$ cat config.mk
export PLATFORM = sky130hd
export DESIGN_NAME = raster_timing_gen
export DESIGN_NICKNAME = d
export VERILOG_FILES = /design/src/rtl/raster_pkg.sv /design/src/rtl/rt_scan_counter.sv /design/src/rtl/rt_window.sv /design/src/rtl/rt_irq_gen.sv /design/src/rtl/raster_timing_gen.sv
export SDC_FILE = /design/constraint.sdc
export NUM_CORES = 1
export LEC_CHECK = 0
export BUFFER_PORTS_ARGS = -buffer_cell sky130_fd_sc_hd__buf_4
export CORE_UTILIZATION = 53
export CTS_CLUSTER_SIZE = 14
export DETAILED_ROUTE_END_ITERATION = 8
export PLACE_DENSITY = 0.93
export SYNTH_ARGS = -nofsm -noshare
export SYNTH_HDL_FRONTEND = slang
export SYNTH_SLANG_ARGS = --single-unit
$ cat constraint.sdc
create_clock -name clk -period 3.1 [get_ports clk]
set_input_delay 0.155 -clock clk [delete_from_list [all_inputs] [get_ports clk]]
set_output_delay 0.155 -clock clk [all_outputs]
set_load 0.02 [all_outputs]
$ cat src/rtl/raster_pkg.sv
package raster_pkg;
    localparam int RT_CNT_W  = 10;
    localparam int RT_HSW_W  = 7;
    localparam int RT_VSW_W  = 4;
    localparam int RT_NLINE  = 2;

    typedef struct packed {
        logic [RT_CNT_W-1:0] pix;
        logic [RT_CNT_W-1:0] line;
        logic                field;
    } scan_state_t;

    typedef enum logic [1:0] {
        HPOS_ONE_LINE = 2'd0,
        HPOS_OFF_A    = 2'd1,
        HPOS_ALL_LINE = 2'd2,
        HPOS_OFF_B    = 2'd3
    } hpos_mode_e;
endpackage

$ cat src/rtl/rt_scan_counter.sv
module rt_scan_counter
    import raster_pkg::*;
(
    input  logic                clk,
    input  logic                rst_n,
    input  logic [RT_CNT_W-1:0] h_last_i,
    input  logic [RT_CNT_W-1:0] v_last_i,
    input  logic                interlace_i,
    output scan_state_t         state_o,
    output logic                frame_end_o
);
    scan_state_t state_d, state_q;
    logic        line_end;

    always_comb begin
        state_d     = state_q;
        line_end    = (state_q.pix >= h_last_i);
        frame_end_o = line_end && (state_q.line >= v_last_i);
        if (line_end) begin
            state_d.pix = '0;
            if (frame_end_o) begin
                state_d.line  = '0;
                state_d.field = interlace_i ? ~state_q.field : 1'b0;
            end else begin
                state_d.line = state_q.line + 1'b1;
            end
        end else begin
            state_d.pix = state_q.pix + 1'b1;
        end
    end

    always_ff @(posedge clk) begin
        if (!rst_n) state_q <= '0;
        else        state_q <= state_d;
    end

    assign state_o = state_q;
endmodule

$ cat src/rtl/rt_window.sv
module rt_window #(
    parameter int W = 10
) (
    input  logic [W-1:0] pos_i,
    input  logic [W-1:0] start_i,
    input  logic [W-1:0] end_i,
    output logic         outside_o
);
    always_comb begin
        outside_o = !((pos_i >= start_i) && (pos_i < end_i));
    end
endmodule

$ cat src/rtl/rt_irq_gen.sv
module rt_irq_gen
    import raster_pkg::*;
#(
    parameter int NLINE = RT_NLINE
) (
    input  scan_state_t                      state_i,
    input  logic [NLINE-1:0][RT_CNT_W-1:0]   line_pos_i,
    input  logic [RT_CNT_W-1:0]              hpos_pix_i,
    input  logic [RT_CNT_W-1:0]              hpos_line_i,
    input  logic [1:0]                       hpos_mode_i,
    output logic [NLINE-1:0]                 line_irq_o,
    output logic                             hpos_irq_o
);
    logic       at_line_start;
    logic       line_ok;
    hpos_mode_e mode;

    assign at_line_start = (state_i.pix == '0);

    for (genvar g = 0; g < NLINE; g++) begin : g_line_irq
        assign line_irq_o[g] = at_line_start && (state_i.line == line_pos_i[g]);
    end

    always_comb begin
        mode = hpos_mode_e'(hpos_mode_i);
        case (mode)
            HPOS_ONE_LINE: line_ok = (state_i.line == hpos_line_i);
            HPOS_ALL_LINE: line_ok = 1'b1;
            default:       line_ok = 1'b0;
        endcase
        hpos_irq_o = line_ok && (state_i.pix == hpos_pix_i);
    end
endmodule

$ cat src/rtl/raster_timing_gen.sv
module raster_timing_gen
    import raster_pkg::*;
(
    input  logic                clk,
    input  logic                rst_n,
    input  logic [RT_CNT_W-1:0] h_last_i,
    input  logic [RT_CNT_W-1:0] v_last_i,
    input  logic [RT_CNT_W-1:0] h_win_start_i,
    input  logic [RT_CNT_W-1:0] h_win_end_i,
    input  logic [RT_CNT_W-1:0] v_win_start_i,
    input  logic [RT_CNT_W-1:0] v_win_end_i,
    input  logic [RT_HSW_W-1:0] hsync_width_i,
    input  logic [RT_VSW_W-1:0] vsync_width_i,
    input  logic                hsync_pol_i,
    input  logic                vsync_pol_i,
    input  logic                interlace_i,
    input  logic                full_border_i,
    input  logic [RT_CNT_W-1:0] irq_line_a_pos_i,
    input  logic [RT_CNT_W-1:0] irq_line_b_pos_i,
    input  logic [RT_CNT_W-1:0] irq_hpos_pix_i,
    input  logic [RT_CNT_W-1:0] irq_hpos_line_i,
    input  logic [1:0]          irq_hpos_mode_i,
    output logic                hsync_o,
    output logic                vsync_o,
    output logic                hblank_o,
    output logic                vblank_o,
    output logic                border_o,
    output logic                field_o,
    output logic [RT_CNT_W-1:0] line_o,
    output logic                irq_line_a_o,
    output logic                irq_line_b_o,
    output logic                irq_hpos_o
);
    scan_state_t                         scan;
    logic                                frame_end;
    logic [RT_NLINE-1:0][RT_CNT_W-1:0]   line_pos;
    logic [RT_NLINE-1:0]                 line_irq;
    logic                                hs_active, vs_active;

    rt_scan_counter i_counter (
        .clk         (clk),
        .rst_n       (rst_n),
        .h_last_i    (h_last_i),
        .v_last_i    (v_last_i),
        .interlace_i (interlace_i),
        .state_o     (scan),
        .frame_end_o (frame_end)
    );

    rt_window #(.W(RT_CNT_W)) i_hwin (
        .pos_i     (scan.pix),
        .start_i   (h_win_start_i),
        .end_i     (h_win_end_i),
        .outside_o (hblank_o)
    );

    rt_window #(.W(RT_CNT_W)) i_vwin (
        .pos_i     (scan.line),
        .start_i   (v_win_start_i),
        .end_i     (v_win_end_i),
        .outside_o (vblank_o)
    );

    assign line_pos[0] = irq_line_a_pos_i;
    assign line_pos[1] = irq_line_b_pos_i;

    rt_irq_gen #(.NLINE(RT_NLINE)) i_irq (
        .state_i     (scan),
        .line_pos_i  (line_pos),
        .hpos_pix_i  (irq_hpos_pix_i),
        .hpos_line_i (irq_hpos_line_i),
        .hpos_mode_i (irq_hpos_mode_i),
        .line_irq_o  (line_irq),
        .hpos_irq_o  (irq_hpos_o)
    );

    always_comb begin
        hs_active = (scan.pix  < RT_CNT_W'(hsync_width_i));
        vs_active = (scan.line < RT_CNT_W'(vsync_width_i));
        hsync_o   = hs_active ? hsync_pol_i : ~hsync_pol_i;
        vsync_o   = vs_active ? vsync_pol_i : ~vsync_pol_i;
        border_o  = hblank_o | vblank_o | full_border_i;
    end

    assign irq_line_a_o = line_irq[0];
    assign irq_line_b_o = line_irq[1];
    assign field_o      = scan.field;
    assign line_o       = scan.line;
endmodule

==> results of run 1 <==
[where the power goes]
part	internal, mW	total, mW	switching (mW)
logic	0.164	0.272	0.108
clock network	0.0894	0.178	0.0883
registers	0.273	0.284	0.0111
total	0.526	0.734	0.208
[final timing paths]
path | startpoint | endpoint | slack, ps
hold reg to reg | i_counter.state_o[0] | i_counter.state_o[0] | 500
setup / recovery | i_counter.state_o[11] | border_o | 490
hold / removal | rst_n | i_counter.state_o[2] | 200
setup reg to reg | i_counter.state_o[14] | i_counter.state_o[10] | 530
[cells by family (layout without fill, tap and decap cells)]
family,after synthesis,in the layout
adder cells (fa/ha/maj),70,70
AO/OA/AOI/OAI,75,75
XOR/XNOR,51,51
flip-flops,21,21
AND/OR/NAND/NOR,103,103
buffers and inverters,95,217
[through the flow]
step | util [%] | cells | hold WS [ps]
6_report | 75.1 | 609 | 204
3_3_place_gp | 74.3 | 605 | 470
2_1_floorplan | - | 415 | 392
4_1_cts | 75.1 | 609 | 201
3_5_place_dp | 74.3 | 605 | 469
5_1_grt | 75.1 | 609 | 197
[worst max-delay path, stage by stage (launching register included)]
cell,delay (ps)
dfxtp_1,490
inv_1,140
ha_1,300
nand2b_1,120
nand3_1,90
a211oi_1,210
nor4_1,90
a211o_1,260
or3_1,350
buf_4,160
[synthesized netlist by cell type, drive strengths merged, types with 4 or more instances]
cell type	number	area (um2)
or3	5	31.3
clkbuf	8	30.0
dfxtp	21	420
ha	70	876
xnor2	24	210
o21ai	19	95.1
xor2	27	236
nand2b	8	50.1
or4	4	30.0
a21oi	27	143
nand2	15	58.8
o31ai	4	30.0
buf	18	126
nor3	6	30.0
a21o	6	45.0
nor4	9	56.3
nand4	6	37.5
nand3	20	100
inv	69	259
nor2	18	67.6
[metal layers]
layer | global-route usage (%) | up-vias
met1 | 34.5 | 1511
li1 | - | 1657
met5 | 0 | -
met4 | 11.5 | 0
met2 | 54.7 | 158
met3 | 4.57 | 24
[cell type report]
| class | count | area share [%] |
|---|---|---|
| clock buffers | 3 | 0.975 |
| multi-input cells | 299 | 55.2 |
| well taps | 72 | 2.13 |
| clock inverters | 1 | 0.118 |
| repair buffers | 144 | 25.5 |
| flip-flops and latches | 21 | 9.93 |
| inverters | 69 | 6.12 |
==> metrics.txt, run 1 <==
GRT overflow=0; largest family of logic cells by synthesized area=adder cells; total chip power=0.734 mW; Yosys cell types=44; Worst Max-Slew Pin Slew=674 ps; DRT iter0 DRCs=between 150 and 200; Post-synth EDFFs=0; Routed Antenna Nets=0; postcts setup bufs=0; cells after synthesis=just over 400; mapped cell area=approximately 3200 um2; syn_nets=between 600 and 700; Rel. slew slack=55.1%; maxcap violations=0; commonest non-fill, non-tap cell in the layout=buf_4; Starting Density=about 56%; clk sinks=21; R2R cell count=7; GRT Util Overall=between 20 and 30%; total CTS buffers=3; Pre-antenna DRT Iters=4; CP Capture Type=output pin; Fin Setup TNS=0 ps; synthesis-stage register bit count=21; DR top layer=met4; initial antenna violation count=0; chip width=between 70 and 80 um; unrepaired setup endpoints after global routing=no; CP Data Arrival Time=between 2000 and 2500 ps; post-synthesis compound-gate area fraction=between 10 and 15%; Die Y=79.4 um; Filler cells=between 400 and 500; Synth Flop Type=dfxtp_1; largest net degree at the start of global routing=17; post-synthesis simple-gate area fraction=between 10% and 20%; total core area=between 5000 and 6000 um2; H-tree depth=1; fmax=around 0.38 GHz; Adder-Cell Fraction of Synth Area=27.6%; I/O pin count=between 100 and 150; CP startpoint kind=flip-flop; required time worst endpoint=roughly 2900 ps; commonest cells after routing, fill and taps aside=144 x buf_4, 70 x ha_1, 68 x inv_1, 27 x xor2_1, 25 x a21oi_1; post-CTS sizing=0; Worst VDD drop=0.000138 V; mux share of post-synthesis cell area=0%; PD cells=between 150 and 200 nW/um2; area of the multi-input gates=approximately 2300 um2; fraction of layout cells with a size suffix above 1=28.5%; clk slew on worst S/H paths=approximately 80 ps; status=finished clean; Final Hold Fails=0; Clk Latency, worst-skew pair=between 200 and 300 ps; Die ar.=around 6300 um2; cts-stage hold buffer count=0; design area=4240 um2; DRC viols=0; Via Count=3350; metal3 WL=roughly 600 um; DP Wirelength=approximately 7500 um; Pins Over Slew Limit=0; per-cell routed wire length=14.9 um; Final Wtd Congestion=0.916; Final min period=approximately 2600 ps; CTS tree=done; Post-DP Area=about 4200 um2; Synth Area in XOR/XNOR=between 10 and 15%; Setup Viol. Count Final=0; first-pass GRT wire length=about 15000 um; port bufs=137; met2 routed WL=approximately 4600 um; critical path class=flip-flop to output pin; Hold Path Depth=3; area growth from synthesis to layout=33.4%; M1 WL=~3600 um; Final #Nets=about 730; Max clock buf depth=2; fin crit share=84.1%; # rows=27; Reg area=approximately 420 um2; ANT cells=0; critical-path maximum fanout=8; Final Skew=between 4 and 5 ps; pre-CTS setup slack=about 640 ps; Hold Crit Class=input port to flip-flop; DRT Wirelength=roughly 9000 um; sequential element share of the synthesized area=a little over an eighth; setup ws final=493 ps; Root Buffer=clkbuf_8; DR vias/cell=about 5.5; Syn. warnings=0; Async S/R FF share, synth=0%; vias in the first global route=roughly 3400; max reg flops=21; P_leak=about 2.3 nW; syn_area_per_cell=between 7 and 8 um2
(Power assumes the default switching activity.)
==> inputs of run 2 (changes only) <==
CORE_UTILIZATION = 49   (was 53)
PLACE_DENSITY = 0.87   (was 0.93)
clock period = 2.5 ns   (was 3.1 ns; I/O delays follow)
==> metrics.txt, run 2 (synthesis gave the netlist of run 1 again) <==
status=finished clean; Worst path slowest cell=dfxtp_1; Post-DP Area=4250 um2; CP startpoint kind=flip-flop; maxcap violations=0; Die Y=~82 um; Pre-antenna DRT Iters=5; Root Buffer=clkbuf_8; fraction of layout cells with a size suffix above 1=29.5%; Hold Path Depth=2; GRT overflow=0; # rows=28; DRT Wirelength=~8700 um; port bufs=between 100 and 150; DRC viols=0; worst reg2reg path endpoint=i_counter.state_o[8]; CTS tree=done; Starting Density=between 50 and 60%; fmax=~0.42 GHz; DP Wirelength=~7400 um; total core area=approximately 6100 um2; R2R setup slack=280 ps; Final Hold Fails=0; DRT iter0 DRCs=around 190; Final Skew=8.12 ps; Via Count=roughly 3400; first-pass GRT wire length=13700 um; critical path class=flip-flop to output pin; largest net degree at the start of global routing=24; DR top layer=met4; Worst VDD drop=between 0.0002 and 0.00025 V; met2 routed WL=4580 um; PD cells=between 200 and 250 nW/um2; cell family with most CP delay=simple AND/OR/NAND/NOR gates; clk sinks=21; Clk Latency, worst-skew pair=270 ps; Die ar.=between 6000 and 7000 um2; unrepaired setup endpoints after global routing=no; initial antenna violation count=0; cts-stage hold buffer count=0; CP Cell Sequence=ha_1 -> nand3_1 -> a211oi_1 -> nor4_1 -> a211o_1 -> or3_1 -> buf_4; ANT cells=0; M1 WL=between 3000 and 4000 um; Hold Crit Class=input port to flip-flop; P_leak=about 2.4 nW; Fin Setup TNS=0 ps; clk slew on worst S/H paths=roughly 80 ps; Pins Over Slew Limit=0; highest cell delay on the worst timing path=between 400 and 500 ps; required time worst endpoint=2380 ps; Filler cells=roughly 470; max reg flops=21; Final min period=2380 ps; R2R cell count=8; H-tree depth=1; commonest non-fill, non-tap cell in the layout=buf_4; fin crit share=a little over nine tenths; design area=4300 um2; I/O pin count=138; Final Wtd Congestion=approximately 0.9; postcts setup bufs=0; CP Capture Type=output pin; Min-Delay Startpoint=rst_n; critical-path maximum fanout=10; chip width=~82 um; Buffers & Inverters on Critical Path=1; DR vias/cell=approximately 5.5; Rel. slew slack=between 60 and 70%; Worst Max-Slew Pin Slew=about 560 ps; Final #Nets=735; GRT Util Overall=about a quarter; post-CTS sizing=0; RR Startpoint=i_counter.state_o[13]; vias in the first global route=between 3000 and 4000; Max clock buf depth=2; area growth from synthesis to layout=35.5%; per-cell routed wire length=14.1 um; Routed Antenna Nets=0; metal3 WL=roughly 730 um; CP Data Arrival Time=~2300 ps; commonest cells after routing, fill and taps aside=152 x buf_4, 70 x ha_1, 68 x inv_1, 27 x xor2_1, 25 x a21oi_1; Setup Viol. Count Final=0; total CTS buffers=3; hold endpoint=i_counter.state_o[12]
[run 2: cell types whose count changed in the layout (fill, tap and decap cells not counted), sizes merged]
cell | before | now
buf | 144 | 152
clkinv | 1 | 0
clkinvlp | 0 | 1
[run 2: how the worst max path moves through the flow]
stage	endpoint	slack [ps]	startpoint	cells after the start
2_1_floorplan	border_o	410	i_counter.state_o[11]	8
3_3_place_gp	i_counter.state_o[8]	460	i_counter.state_o[16]	7
3_5_place_dp	i_counter.state_o[5]	360	i_counter.state_o[14]	8
4_1_cts	border_o	150	i_counter.state_o[16]	7
5_1_grt	border_o	1	i_counter.state_o[16]	7
6_report	border_o	120	i_counter.state_o[16]	7
[run 2: worst register-to-register path, stage by stage (launching register included)]
cell	delay, ps
dfxtp_1	600
ha_1	240
a211o_1	120
o211ai_1	70
o21ai_1	130
a21oi_2	80
buf_4	200
or4_1	550
a21oi_1	160
[run 2: routing by layer]
metal	vias to the layer above	track usage (%)
met1	1548	28.9
met3	16	4.07
met5	-	0
li1	1669	-
met2	156	51.2
met4	0	8.07
[run 2: area by class of cell]
type | instances | area, um2 | area share, %
clock buffers | 3 | 41.3 | 0.960
clock inverters | 1 | 7.51 | 0.175
inverters | 69 | 259 | 6.02
multi-input cells | 299 | 2340 | 54.4
flip-flops and latches | 21 | 420 | 9.77
well taps | 75 | 93.8 | 2.18
repair buffers | 152 | 1140 | 26.5
[run 2: report_power, final]
group	switching, mW	internal, mW
Sequential	0.00840	0.339
Combinational	0.137	0.206
Clock	0.118	0.113
[run 2: per-stage QoR]
stage | hold slack [ps] | setup WS (ps) | power, mW | utilization, % | cells
finish | 164 | 117 | 0.921 | 70.6 | 620
global route | 169 | 1.16 | 0.980 | 70.6 | 620
CTS | 161 | 147 | 0.923 | 70.6 | 620
detailed placement | 438 | 358 | 0.699 | 69.8 | 616
global placement | 434 | 456 | 0.684 | 69.8 | 616
floorplan | 362 | 409 | 0.503 | - | 415
==> inputs of run 3 (changes only) <==
SLEW_MARGIN = 20   (was unset)
SYNTH_HIERARCHICAL = 1   (was unset)
==> metrics.txt, run 3 <==
DRT iter0 DRCs=170; synth top area cells=ha_1 27%, dfxtp_1 13%, inv_1 8.3%; max reg flops=21; hold slack=about 140 ps; design area=4490 um2; sequential element share of the synthesized area=around an eighth; Post-synth EDFFs=0; DRC viols=0; area growth from synthesis to layout=42.2%; syn_nets=a little under 600; GRT overflow=0; critical path class=flip-flop to output pin; Post-DP Area=between 4000 and 5000 um2; placed cells=625; CP startpoint kind=flip-flop; status=finished clean; Routed Antenna Nets=0; Worst Max-Slew Pin Slew=between 600 and 700 ps; Starting Density=a little over half; dominant cell type by area after synthesis=ha_1; vias in the first global route=3486; CP Data Arrival Time=~2200 ps; most frequent cell after synthesis=inv_1; P_leak=roughly 2.4 nW; Clk Latency, worst-skew pair=approximately 270 ps; Die ar.=6770 um2; cts-stage hold buffer count=0; DR vias/cell=~5.5; Via Count=approximately 3500; Hold Crit Class=input port to flip-flop; unrepaired setup endpoints after global routing=no; fin crit share=between 90% and 100%; Die Y=a little over 80 um; largest net degree at the start of global routing=22; I/O pin count=about 140; per-cell routed wire length=15.7 um; commonest non-fill, non-tap cell in the layout=buf_4; synthesis-stage register bit count=21; maxcap violations=0; Async S/R FF share, synth=0%; Pins Over Slew Limit=0; Final Hold Fails=0; total CTS buffers=3; setup ws final=between 150 and 200 ps; clk sinks=21; first-pass GRT wire length=around 15000 um; PD cells=between 200 and 250 nW/um2; Final #Nets=~740; required time worst endpoint=about 2400 ps; Synth Flop Type=dfxtp_1; CTS tree=done; H-tree depth=1; Final Skew=3.59 ps; Pre-antenna DRT Iters=4; Root Buffer=clkbuf_8; critical-path maximum fanout=8; initial antenna violation count=0; DP Wirelength=8260 um; # rows=28; Worst VDD drop=around 0.00029 V; clk slew on worst S/H paths=around 70 ps; GRT Util Overall=a little under 30%; total chip power=0.934 mW; syn_area_per_cell=roughly 8 um2; chip width=82.3 um; Commonest cells post-synth=70 x inv_1, 69 x ha_1, 27 x xor2_1; Synth top area share=between 20% and 30%; Setup Viol. Count Final=0; fraction of layout cells with a size suffix above 1=roughly 34%; Fin Setup TNS=0 ps; total core area=6060 um2; ANT cells=0; port bufs=137; Max clock buf depth=2; Yosys cell types=47; commonest cells after routing, fill and taps aside=158 x buf_4, 70 x inv_1, 69 x ha_1, 27 x xor2_1, 24 x a21oi_1; fin cells=~630; Final Wtd Congestion=~0.86; pre-CTS setup slack=approximately 170 ps; Core Util, Final=74.1%; cells after synthesis=~400; DRT Wirelength=9860 um; mapped cell area=3160 um2; fmax=roughly 0.43 GHz; Final min period=between 2000 and 2500 ps; Rel. slew slack=between 50% and 60%; Syn. warnings=6; CP Capture Type=output pin
-- run 3: cell types whose count changed in the layout (fill, tap and decap cells not counted), sizes merged, moves of 3 or more --
cell	change
a211oi	+5
and4	+3
buf	+6
nand3	-5
nand4	+6
o21ai	-6
-- run 3: cell families (layout without fill, tap and decap cells) --
logic type,after synthesis,count (layout),synth area share [%]
AND/OR/NAND/NOR,108,108,20.0
multiplexers,1,1,0.317
AO/OA/AOI/OAI,73,73,16.6
XOR/XNOR,50,50,13.9
adder cells (fa/ha/maj),69,69,27.3
buffers and inverters,72,232,8.63
flip-flops,21,21,13.3
-- run 3: final timing paths --
| path | start | endpoint | slack, ps | cells past startpoint |
|---|---|---|---|---|
| worst max-delay path | i_counter/state_o[2] | border_o | 160 | 7 |
| worst max register to register | i_counter/state_o[20] | i_counter/state_o[4] | 280 | 6 |
| worst min-delay path | interlace_i | i_counter/state_o[0] | 140 | 3 |
| worst min register to register | i_counter/state_o[0] | i_counter/state_o[0] | 480 | 2 |
-- run 3: area by class of cell --
type	count	area, um2
sequential	21	424
tap	75	93.8
fill	453	1570
clock inverter	1	5.00
timing repair buffer	158	1190
clock buffer	3	41.3
multi-input combinational	301	2480
inverter	70	263
-- run 3: layer usage --
| metal | global-route usage, % | wire (um) | vias to the layer above |
|---|---|---|---|
| li1 | - | - | 1714 |
| met1 | 33.9 | 3890 | 1617 |
| met2 | 54.7 | 5000 | 126 |
| met3 | 4.40 | 679 | 24 |
| met4 | 12.6 | 288 | 0 |
| met5 | 0 | 0 | - |
-- run 3: power by group --
group	switching, mW	internal [mW]	total (mW)
sequential	0.00498	0.339	0.344
combinational	0.150	0.212	0.362
clock	0.117	0.111	0.228
-- run 3: critical path, cell delays in order (launching register included) --
cell     delay [ps]
dfxtp_1         520
buf_4           250
ha_1            250
a21oi_1         150
nor3_1           80
o41ai_2         390
or3_1           180
buf_4           130
-- run 3: repair_timing --
action / CTS / global route
setup endpoints to repair: 0 / 9
setup buffers: 0 / 0
resized for setup: 0 / 5
hold endpoints to repair: 0 / 0
